`src/rtl/pnp_unlock_pkg.sv`:
```
package pnp_unlock_pkg;
    typedef enum logic {
        ST_WAIT_KEY = 1'b0,
        ST_SLEEP    = 1'b1
    } card_st_e;

    localparam int          KEY_LEN_DEF  = 32;
    localparam int          BYTE_W_DEF   = 8;
    localparam logic [7:0]  KEY_SEED_DEF = 8'h6A;
endpackage

```
`src/rtl/pnp_key_lfsr_step.sv`:
```
// Combinational next-key-byte generator: shift right, feedback into the top bit.
module pnp_key_lfsr_step #(
    parameter int BYTE_W = 8
) (
    input  logic [BYTE_W-1:0] cur,
    output logic [BYTE_W-1:0] nxt
);
    for (genvar b = 0; b < BYTE_W - 1; b++) begin : g_shift
        assign nxt[b] = cur[b+1];
    end
    assign nxt[BYTE_W-1] = cur[0] ^ cur[1];
endmodule

```
`src/rtl/pnp_key_tracker.sv`:
```
// Tracks synchronisation and progress through the key; reports completion.
module pnp_key_tracker #(
    parameter int               KEY_LEN  = 32,
    parameter int               BYTE_W   = 8,
    parameter logic [BYTE_W-1:0] KEY_SEED = 8'h6A
) (
    input  logic              clk,
    input  logic              rst_n,
    input  logic              clear,
    input  logic              wr_en,
    input  logic [BYTE_W-1:0] wr_byte,
    output logic              done
);
    localparam int              IDX_W    = $clog2(KEY_LEN);
    localparam logic [IDX_W-1:0] LAST_IDX = IDX_W'(KEY_LEN - 1);

    typedef struct packed {
        logic              armed;
        logic              zero_seen;
        logic [IDX_W-1:0]  idx;
        logic [BYTE_W-1:0] expect_b;
    } trk_t;

    trk_t trk_d, trk_q;
    logic [BYTE_W-1:0] expect_nxt;
    logic              is_zero;

    pnp_key_lfsr_step #(.BYTE_W(BYTE_W)) i_step (
        .cur (trk_q.expect_b),
        .nxt (expect_nxt)
    );

    assign is_zero = (wr_byte == '0);

    always_comb begin
        trk_d = trk_q;
        done  = 1'b0;
        if (clear) begin
            trk_d.armed     = 1'b0;
            trk_d.zero_seen = 1'b0;
        end else if (wr_en) begin
            if (is_zero && trk_q.zero_seen) begin
                trk_d.armed    = 1'b1;
                trk_d.idx      = '0;
                trk_d.expect_b = KEY_SEED;
            end else if (trk_q.armed && (wr_byte == trk_q.expect_b)) begin
                if (trk_q.idx == LAST_IDX) begin
                    done        = 1'b1;
                    trk_d.armed = 1'b0;
                end else begin
                    trk_d.idx      = trk_q.idx + 1'b1;
                    trk_d.expect_b = expect_nxt;
                end
            end else begin
                trk_d.armed = 1'b0;
            end
            trk_d.zero_seen = is_zero;
        end
    end

    always_ff @(posedge clk or negedge rst_n) begin
        if (!rst_n) begin
            trk_q <= '{armed: 1'b0, zero_seen: 1'b0, idx: '0, expect_b: KEY_SEED};
        end else begin
            trk_q <= trk_d;
        end
    end
endmodule

```
`src/rtl/pnp_unlock_detect.sv`:
```
// Card-level wait-for-key / sleep state and the key-complete pulse.
module pnp_unlock_detect
    import pnp_unlock_pkg::*;
#(
    parameter int               KEY_LEN  = KEY_LEN_DEF,
    parameter int               BYTE_W   = BYTE_W_DEF,
    parameter logic [BYTE_W-1:0] KEY_SEED = KEY_SEED_DEF
) (
    input  logic              clk,
    input  logic              rst_n,
    input  logic              addr_wr,
    input  logic [BYTE_W-1:0] addr_byte,
    input  logic              cfg_return,
    output logic              key_hit,
    output logic              in_wait_key
);
    typedef struct packed {
        card_st_e st;
        logic     hit;
    } top_t;

    top_t top_d, top_q;
    logic trk_wr;
    logic trk_done;

    assign trk_wr = addr_wr && (top_q.st == ST_WAIT_KEY);

    pnp_key_tracker #(
        .KEY_LEN  (KEY_LEN),
        .BYTE_W   (BYTE_W),
        .KEY_SEED (KEY_SEED)
    ) i_trk (
        .clk     (clk),
        .rst_n   (rst_n),
        .clear   (cfg_return),
        .wr_en   (trk_wr),
        .wr_byte (addr_byte),
        .done    (trk_done)
    );

    always_comb begin
        top_d     = top_q;
        top_d.hit = 1'b0;
        if (cfg_return) begin
            top_d.st = ST_WAIT_KEY;
        end else if (trk_done) begin
            top_d.st  = ST_SLEEP;
            top_d.hit = 1'b1;
        end
    end

    always_ff @(posedge clk or negedge rst_n) begin
        if (!rst_n) begin
            top_q <= '{st: ST_WAIT_KEY, hit: 1'b0};
        end else begin
            top_q <= top_d;
        end
    end

    assign key_hit     = top_q.hit;
    assign in_wait_key = (top_q.st == ST_WAIT_KEY);
endmodule

```
`config.mk`:
```
export PLATFORM = sky130hd
export DESIGN_NAME = pnp_unlock_detect
export DESIGN_NICKNAME = d
export VERILOG_FILES = /design/src/rtl/pnp_unlock_pkg.sv /design/src/rtl/pnp_key_lfsr_step.sv /design/src/rtl/pnp_key_tracker.sv /design/src/rtl/pnp_unlock_detect.sv
export SDC_FILE = /design/constraint.sdc
export NUM_CORES = 1
export LEC_CHECK = 0
export ABC_AREA = 0
export ABC_CLOCK_PERIOD_IN_PS = 4000
export CAP_MARGIN = 20
export CORE_ASPECT_RATIO = 0.8
export CORE_UTILIZATION = 40
export CTS_BUF_LIST = sky130_fd_sc_hd__clkbuf_16
export DETAILED_ROUTE_END_ITERATION = 10
export HOLD_SLACK_MARGIN = 0.06
export PLACE_DENSITY = 0.73
export SYNTH_ARGS = -nofsm -noshare
export SYNTH_HDL_FRONTEND = slang
export SYNTH_SLANG_ARGS = --single-unit
export TNS_END_PERCENT = 50
```
`constraint.sdc`:
```
create_clock -name clk -period 4 [get_ports clk]
set_input_delay 1 -clock clk [delete_from_list [all_inputs] [get_ports clk]]
set_output_delay 1 -clock clk [all_outputs]
set_load 0.01 [all_outputs]
```
Word-level counts from Yosys, hierarchy flattened
Index checks and enable logic that the tools add are counted.

Register bits: 17. Word-level logic and storage cells: 39.

$add $sub $neg: 1. Equal/unequal tests: 4. Mux-type cells: 16. Bitwise operators: 3. Reduce and logical (&&, ||, !) cells: 9.

Operator list (count): $mux W13 (3); $mux W15 (1); $mux W1 (10); $eq A8 B8 Y1 (1); $logic_not A8 Y1 (1); $reduce_bool A2 Y1 (3); $add A5 B1 Y5 const B (1); $eq A5 B5 Y1 const B (1); $mux W2 (2); $ne A4 B3 Y1 const B (1); $reduce_and A4 Y1 (1); $logic_and A1 B1 Y1 (3); $ne A2 B1 Y1 const B (1); $not A1 Y1 (2); $reduce_and A2 Y1 (1); $xor A1 B1 Y1 (1).

Logic depth before layout (Yosys ltp)
Gate-level depths: netlist (run 1).

Word-level depth: 8. Mapped depth: 8. Gate-level depth less buffers: 8.

Hierarchy
A second synthesis (run 1) with hierarchy kept.

Cell total of the unflattened synthesis: 113. Area, all modules: 1092.3 um^2.

Modules (own cells, without submodules): pnp_key_tracker (instances 1, cells an instance 99, area an instance 954.7 um^2, sequential area each 380.4 um^2); pnp_unlock_detect (instances 1, cells an instance 6, area an instance 76.3 um^2, sequential area each 50.0 um^2); pnp_key_lfsr_step (instances 1, cells an instance 8, area an instance 61.3 um^2, sequential area each 0.0 um^2).

Least setup slack after synthesis (run 1)
OpenSTA, ideal clock, no wires.

Path type: input-to-reg. From: input port cfg_return. To: register i_trk.trk_q[0] (netlist name). Library setup time: 0.121 ns. Arrival time: 2.142 ns. Required time: 3.879 ns. Slack: 1.737 ns. Cell stages on the path: 6. Path buffers: 1. Path through: or3b_1 -> buf_2 -> nor2_2 -> nor4b_4 -> nor2_1 -> a22o_1.

Word-level cells in the longest chain between the ends: 2.

RTL lines: start, declared (line pnp_unlock_detect.sv:13) `input logic cfg_return,`; $not A1 Y1 (no source line); $reduce_and A4 Y1 (no source line); end signal, assigned (line pnp_key_tracker.sv:63) `trk_q <= '{armed: 1'b0, zero_seen: 1'b0, idx: '0, expect_b: KEY_SEED};`; end signal, assigned (line pnp_key_tracker.sv:65) `trk_q <= trk_d;`; end, declared (line pnp_key_tracker.sv:24) `trk_t trk_d, trk_q;`.

Every way passes these cells. A chain may end at the register's enable or synchronous reset.

Worst setup path after layout (run 1)
From: input port addr_byte[1]. To: register i_trk.trk_q[12] (netlist name).

Word-level cells in the longest chain between the ends: 4. Elaborated cells between the ends (all ways): 8.

RTL lines: start, declared (line pnp_unlock_detect.sv:12) `input logic [BYTE_W-1:0] addr_byte,`; $eq A8 B8 Y1 or $logic_not A8 Y1 (tied branches) (line pnp_key_tracker.sv:46, pnp_key_tracker.sv:33); $logic_and A1 B1 Y1, on equally long branches (line pnp_key_tracker.sv:46, pnp_key_tracker.sv:42); $reduce_bool A2 Y1 (no source line) or $ne A2 B1 Y1 (tied branches); $reduce_and A4 Y1 (no source line).

Several ways; a longest one is shown, not always the timed one.

==> impl_results.md, run 1 <==
* CTS buffer count at 3
* Adder-Cell Fraction of Synth Area at 0.0281
* CTS tree: yes
* P per Cell Area at 356 mW/mm^2
* Fin. max-slew vios at 0
* Post-synth top area share at 0.366
* Synth Cell Area at ~900 um^2
* Crit path cell chain: clkdlybuf4s50_1 -> nor4_1 -> nand3_1 -> nor2_1 -> nor2_1 -> a22o_1
* Post-Route WL at approximately 2000 um
* Post-DP HPWL at about 1400 um
* DR vias at slightly above 700
* Cell count after synthesis at 83
* Synthesis warning total at 0
* Area of the core at roughly 0.002 mm^2
* Cell row count at 14
* Number of global-route vias before repair at approximately 710
* Layout cells sized above 1 at 0.102
* # Post-CTS Setup Buffers at 0
* Yosys top cell by area: dfrtp_1
* Largest family of logic cells by synthesized area: simple AND/OR/NAND/NOR gates
* Setup_tns at 0 ns
* Final instance area at 0.00112 mm^2
* Clock buffer depth at 2
* WP data required at 4.13 ns
* First-pass GRT wire length at 3380 um
* Max-Cap Viols at 0
* GP Congestion at 0.822
* Crit path arrival time at a little under 3 ns
* Synth Net Count at 97
* IO buf count at 13
* Class of the most critical setup path: input port to register
* CP max stage delay at 0.52 ns
* Area grow syn2layout at 25.5%
* Root buffer cell: clkbuf_16
* WL/cell at 16.2 um
* Sequential fraction of the synthesis area at 0.484
* Slowest CP cell: nor4_1
* Hold WC Path Type: register to register
* Antenna Cells at 0
* Area of the multi-input gates at 439 um^2
* Fin crit share at 0.697
* Total Routing Usage GR at 0.205
* Compound-Gate Fraction of Synth Area at 0.150
* Worst-margin pin slew at 0.745 ns
* Mux contribution to synthesized area at 0.0113
* CTS sink cnt at 17
* Peak supply drop at 0.000261 V
* Final #Nets at roughly 110
* Clk slew on worst S/H paths at around 0.05 ns
* Die Wd at ~55 um
* Worst-path fanout max at 7
* Leakage dissipation at between 0.4 and 0.5 nW
* Unique masters post-synth at 29
* Die ar. at about 0.0024 mm^2
* Filler Cells Inserted at 167
* #FFs+latches synth at 17
* Clock skew at ~0.0021 ns
* IO Pins at 14
* Final Hold Fails at 0
* Clock Latency Late Sink at 0.24 ns
* Final Util at 0.564
* Residual DRC at 0
* Seq. cell area at 430 um^2
* Pin count of the biggest net entering global routing at 18
* Crit path max-delay family: simple AND/OR/NAND/NOR gates
* Final setup fails at 0
* Initial drt markers at 34
* Remaining Overflow, GRT at 0
* Main area contributors after synthesis: dfrtp_1, dfstp_2, xnor2_1
* Crit. End Element: register
* XOR/XNOR Fraction of Synth Area at 0.0886
* Mapped Avg Cell Area at about 11 um^2
* H-tree depth at 1
* Post-DP Area at 0.00104 mm^2
* Initial antenna violation count at 0
* Outcome: complete, no violations
* Max Freq at 358 MHz
* Crit path buf inv count at 1
* First-pass iteration count of the detailed router at 4
* RSZ-0062 raised after global routing: no
* CP dominant cell by count: nor2_1
* Die Ht at 44.2 um
* Initial core utilization at 0.449
* Final ANT Viol Nets at 0
* Vias/cell at 5.86
* Slew HR at 0.502
* Synth Area in Simple Gates at 0.215
* Fin crit period at 2.79 ns
* Cts repair resizes at 0
* Hold_buf cts at 0
* CP Launch Type: input port
[layout make-up]
| type | count | share of cell area |
|---|---|---|
| clock inverters | 1 | 0.00336 |
| well taps | 24 | 0.0269 |
| repair buffers | 13 | 0.117 |
| multi-input cells | 62 | 0.393 |
| clock buffers | 3 | 0.0673 |
| flip-flops and latches | 17 | 0.386 |
| inverters | 2 | 0.00673 |
[sequential cells by signal, indices dropped and copies added (netlist names)]
signal and count:
i_trk.trk_q 15, top_q 1, key_hit 1
[metrics by stage]
stage	worst slack (ns)	hold WS (ns)	total power [mW]	cells
after floorplan	1.74	0.478	0.188	83
after global placement	1.14	0.506	0.206	118
after detailed placement	1.06	0.526	0.206	118
after CTS	1.24	0.533	0.403	122
after global routing	1.07	0.554	0.414	122
final	1.21	0.527	0.397	122
[worst paths after layout]
path                                 startpoint              end  slack [ns]  cells after the start
worst min register to register  i_trk.trk_q[12]  i_trk.trk_q[12]        0.53                      1
max in group asynchronous                 rst_n          key_hit        2.33                      1
worst max-delay path               addr_byte[1]  i_trk.trk_q[12]        1.21                      6
min in group asynchronous                 rst_n         top_q[1]        1.20                      1
worst max register to register   i_trk.trk_q[8]  i_trk.trk_q[12]        1.97                      7
worst min-delay path            i_trk.trk_q[12]  i_trk.trk_q[12]        0.53                      1
[cell usage in the layout, fill, tap and decap left out]
master           instances
or2_2                    1
clkbuf_16                3
mux2i_1                  1
a22oi_1                  2
and3_1                   2
nor2b_1                  2
clkdlybuf4s50_1         13
a31oi_1                  1
o21ai_0                  2
nand2_1                  5
nand4_1                  3
a22o_1                   6
dfrtp_1                 13
o22a_1                   4
nor4b_1                  1
xor2_1                   1
and2_1                   1
dfstp_2                  4
or3b_1                   1
nor3_1                   3
nor2_1                   5
nor4_1                   4
nand3_1                  2
inv_1                    3
ha_1                     2
nor4b_4                  1
nor2_2                   1
xnor2_1                  8
a21oi_1                  3
[logic make-up (layout without fill, tap and decap cells)]
kind of cell	Yosys count	after routing
flops	17	17
compound gates	18	18
xor+xnor	9	9
simple gates	32	32
mux	1	1
buf+inv	4	19
fa+ha+maj	2	2
[where the power goes]
group          leakage (nW)  switching, mW  internal [mW]
sequential            0.222       0.000967          0.174
clock                0.0423         0.0607          0.132
combinational         0.204         0.0135         0.0154
[layer usage]
| metal | vias to the layer above | routed length [um] | GRT usage |
|---|---|---|---|
| met1 | 350 | 980 | 0.310 |
| met4 | 0 | 9 | 0.0615 |
| li1 | 338 | - | - |
| met2 | 25 | 853 | 0.270 |
| met3 | 2 | 131 | 0.0722 |
| met5 | - | 0 | 0 |
[synthesized netlist by cell type]
library cell / n
buf_4: 1
o21ai_0: 2
o22a_1: 4
nor2_1: 5
a22oi_1: 2
nor3_1: 3
nor4b_1: 1
inv_1: 2
and3_1: 2
a21oi_1: 3
nand3_1: 2
xor2_1: 1
a22o_1: 6
dfstp_2: 4
ha_1: 2
mux2i_1: 1
xnor2_1: 8
nand2_1: 5
nor2_2: 1
nand4_1: 3
a31oi_1: 1
or3b_1: 1
nor4_1: 4
nor4b_4: 1
nor2b_1: 2
buf_2: 1
or2_2: 1
and2_1: 1
dfrtp_1: 13
(Power assumes the default switching activity.)
==> run 2: changes to the inputs <==
--- a/config.mk
+++ b/config.mk
@@ -6,7 +6,7 @@
 export NUM_CORES = 1
 export LEC_CHECK = 0
 export ABC_AREA = 0
-export ABC_CLOCK_PERIOD_IN_PS = 4000
+export ABC_CLOCK_PERIOD_IN_PS = 2700
 export CAP_MARGIN = 20
 export CORE_ASPECT_RATIO = 0.8
 export CORE_UTILIZATION = 40
==> constraint.sdc (replaced) <==
create_clock -name clk -period 2.7 [get_ports clk]
set_input_delay 0.675 -clock clk [delete_from_list [all_inputs] [get_ports clk]]
set_output_delay 0.675 -clock clk [all_outputs]
set_load 0.01 [all_outputs]
==> run 2 against run 1 <==
Final area is 1.3% higher. Register-to-register slack lost 1.2 ns. Critical path depth unchanged. Setup slack got worse by 0.78 ns. Clock power grew 51%. First-iteration DRC count is 32% lower. Sequential power is 48% higher. Clock skew increased by 0.0022 ns. Sequential cell count unchanged. Wire length grew 1.2%. Largest cell class unchanged.
==> impl_results.md, run 2 (synthesis results as in run 1) <==
* Total Routing Usage GR at 0.204 (was 0.205)
* Remaining Overflow, GRT at 0 (unchanged)
* Number of global-route vias before repair at 740 (was 705)
* Final ANT Viol Nets at 0 (unchanged)
* IO Pins at 14 (unchanged)
* Crit path arrival time at 2.40 ns (was 2.92 ns)
* Top reg by flops: i_trk.trk_q (unchanged)
* Final Util at 0.571 (was 0.564)
* CTS buffer count at 3 (unchanged)
* CP endpoint: i_trk.trk_q[4] (was i_trk.trk_q[12])
* Class of the most critical setup path: input port to register (unchanged)
* P per Cell Area at 526 mW/mm^2 (was 356 mW/mm^2)
* Die ar. at 0.00242 mm^2 (unchanged)
* Crit. End Element: register (unchanged)
* Max reg flops at 15 (unchanged)
* Leakage dissipation at 0.477 nW (was 0.468 nW)
* Area grow syn2layout at 27.1% (was 25.5%)
* First-pass iteration count of the detailed router at 4 (unchanged)
* Worst-path fanout max at 6 (was 7)
* # Post-CTS Setup Buffers at 0 (unchanged)
* Area of the core at 0.00198 mm^2 (unchanged)
* Initial core utilization at 0.449 (unchanged)
* Die Ht at 44.2 um (unchanged)
* Max Freq at 440 MHz
* First-pass GRT wire length at 3390 um (was 3380 um)
* FF-to-FF setup slack at 0.75 ns (was 1.97 ns)
* Pin count of the biggest net entering global routing at 18 (unchanged)
* Final WS setup at 0.428 ns (was 1.21 ns)
* Die Wd at 54.7 um (unchanged)
* Residual DRC at 0 (unchanged)
* Hold_buf cts at 0 (unchanged)
* R2R depth at 7 (unchanged)
* Final Hold Fails at 0 (unchanged)
* Final #Nets at 115 (was 113)
* Post-Route WL at 2000 um (was 1970 um)
* Worst-margin pin slew at 0.749 ns (was 0.745 ns)
* Setup_tns at 0 ns (unchanged)
* Clock skew at 0.00430 ns (was 0.00214 ns)
* Fin crit period at 2.27 ns
* Final setup fails at 0 (unchanged)
* Clk slew on worst S/H paths at 0.05 ns (about the same)
* R2r endpoint: i_trk.trk_q[4] (was i_trk.trk_q[12])
* Antenna Cells at 0 (unchanged)
* Pre-CTS setup slack at 0.161 ns (was 1.06 ns)
* Initial drt markers at 23 (was 34)
* CP Launch Type: input port (unchanged)
* IO buf count at 13 (unchanged)
* WHS at 0.515 ns (was 0.527 ns)
* Commonest non-fill, non-tap cells in the layout: dfrtp_1, clkdlybuf4s50_1, xnor2_1 (unchanged)
* CTS sink cnt at 17 (unchanged)
* Initial antenna violation count at 0 (unchanged)
* Cell row count at 14 (unchanged)
* Peak supply drop at 0.000384 V (was 0.000261 V)
* Cts repair resizes at 0 (unchanged)
* DR vias at 726 (was 715)
* RSZ-0062 raised after global routing: no (unchanged)
* CTS tree: yes (unchanged)
* Hold WC Path Type: register to register (unchanged)
* Clock Latency Late Sink at 0.25 ns (was 0.24 ns)
* Fin. max-slew vios at 0 (unchanged)
* Outcome: complete, no violations (unchanged)
* H-tree depth at 1 (unchanged)
* Vias/cell at 5.85 (was 5.86)
* Fin crit share at 0.841
* Crit path launch: addr_byte[0] (was addr_byte[1])
* GP Congestion at 0.808 (was 0.822)
* Layout cells sized above 1 at 0.120 (was 0.102)
* WP data required at 2.83 ns (was 4.13 ns)
* Root buffer cell: clkbuf_16 (unchanged)
* Post-DP HPWL at 1510 um (was 1420 um)
* Worst reg2reg startpoint: i_trk.trk_q[8] (unchanged)
* Slew HR at 0.499 (was 0.502)
* Max-Cap Viols at 0 (unchanged)
* Clock buffer depth at 2 (unchanged)
* WL/cell at 16.1 um (was 16.2 um)
## run 2: changes by cell type in the layout (fill, tap and decap cells not counted), sizes merged
cell  change
buf       +2
## run 2: layer usage
layer,vias up,global-route usage,part of all wire
li1,340,-,-
met1,363,0.264,0.45
met2,20,0.320,0.48
met3,3,0.0653,0.062
met4,0,0.0667,0.0085
met5,-,0,0
## run 2: area by class of cell
type,count,area (um^2)
Fill cell,180,848
Multi-Input combinational cell,62,439
Clock buffer,3,75.1
Tap cell,24,30.0
Sequential cell,17,430
Clock inverter,1,3.75
Timing Repair Buffer,15,145
Inverter,2,7.51
## run 2: where the power goes
part | switching [mW] | leakage, nW | internal (mW)
registers | 0.00162 | 0.222 | 0.258
logic | 0.0204 | 0.212 | 0.0238
clock network | 0.0950 | 0.0423 | 0.196
## run 2: critical path, stage by stage
cell and delay [ns]:
clkdlybuf4s50_1 0.44, nor4_1 0.48, nand3_1 0.24, nor2_1 0.18, nor2_1 0.12, a22o_1 0.26
## run 2: per-stage QoR
stage          power [mW]  instance area [um^2]  instances
6_report            0.595                  1130        124
5_1_grt             0.613                  1130        124
4_1_cts             0.600                  1130        124
3_5_place_dp        0.307                  1050        120
3_3_place_gp        0.306                  1050        120
2_1_floorplan       0.279                   890         83
## run 2: worst min-delay path by stage
| stage | to | start | cells past startpoint |
|---|---|---|---|
| after floorplan | i_trk.trk_q[0] | rst_n | 0 |
| after global placement | i_trk.trk_q[5] | i_trk.trk_q[6] | 1 |
| after detailed placement | i_trk.trk_q[12] | i_trk.trk_q[12] | 1 |
| after CTS | i_trk.trk_q[12] | i_trk.trk_q[12] | 1 |
| after global routing | i_trk.trk_q[12] | i_trk.trk_q[12] | 1 |
| final | i_trk.trk_q[12] | i_trk.trk_q[12] | 1 |
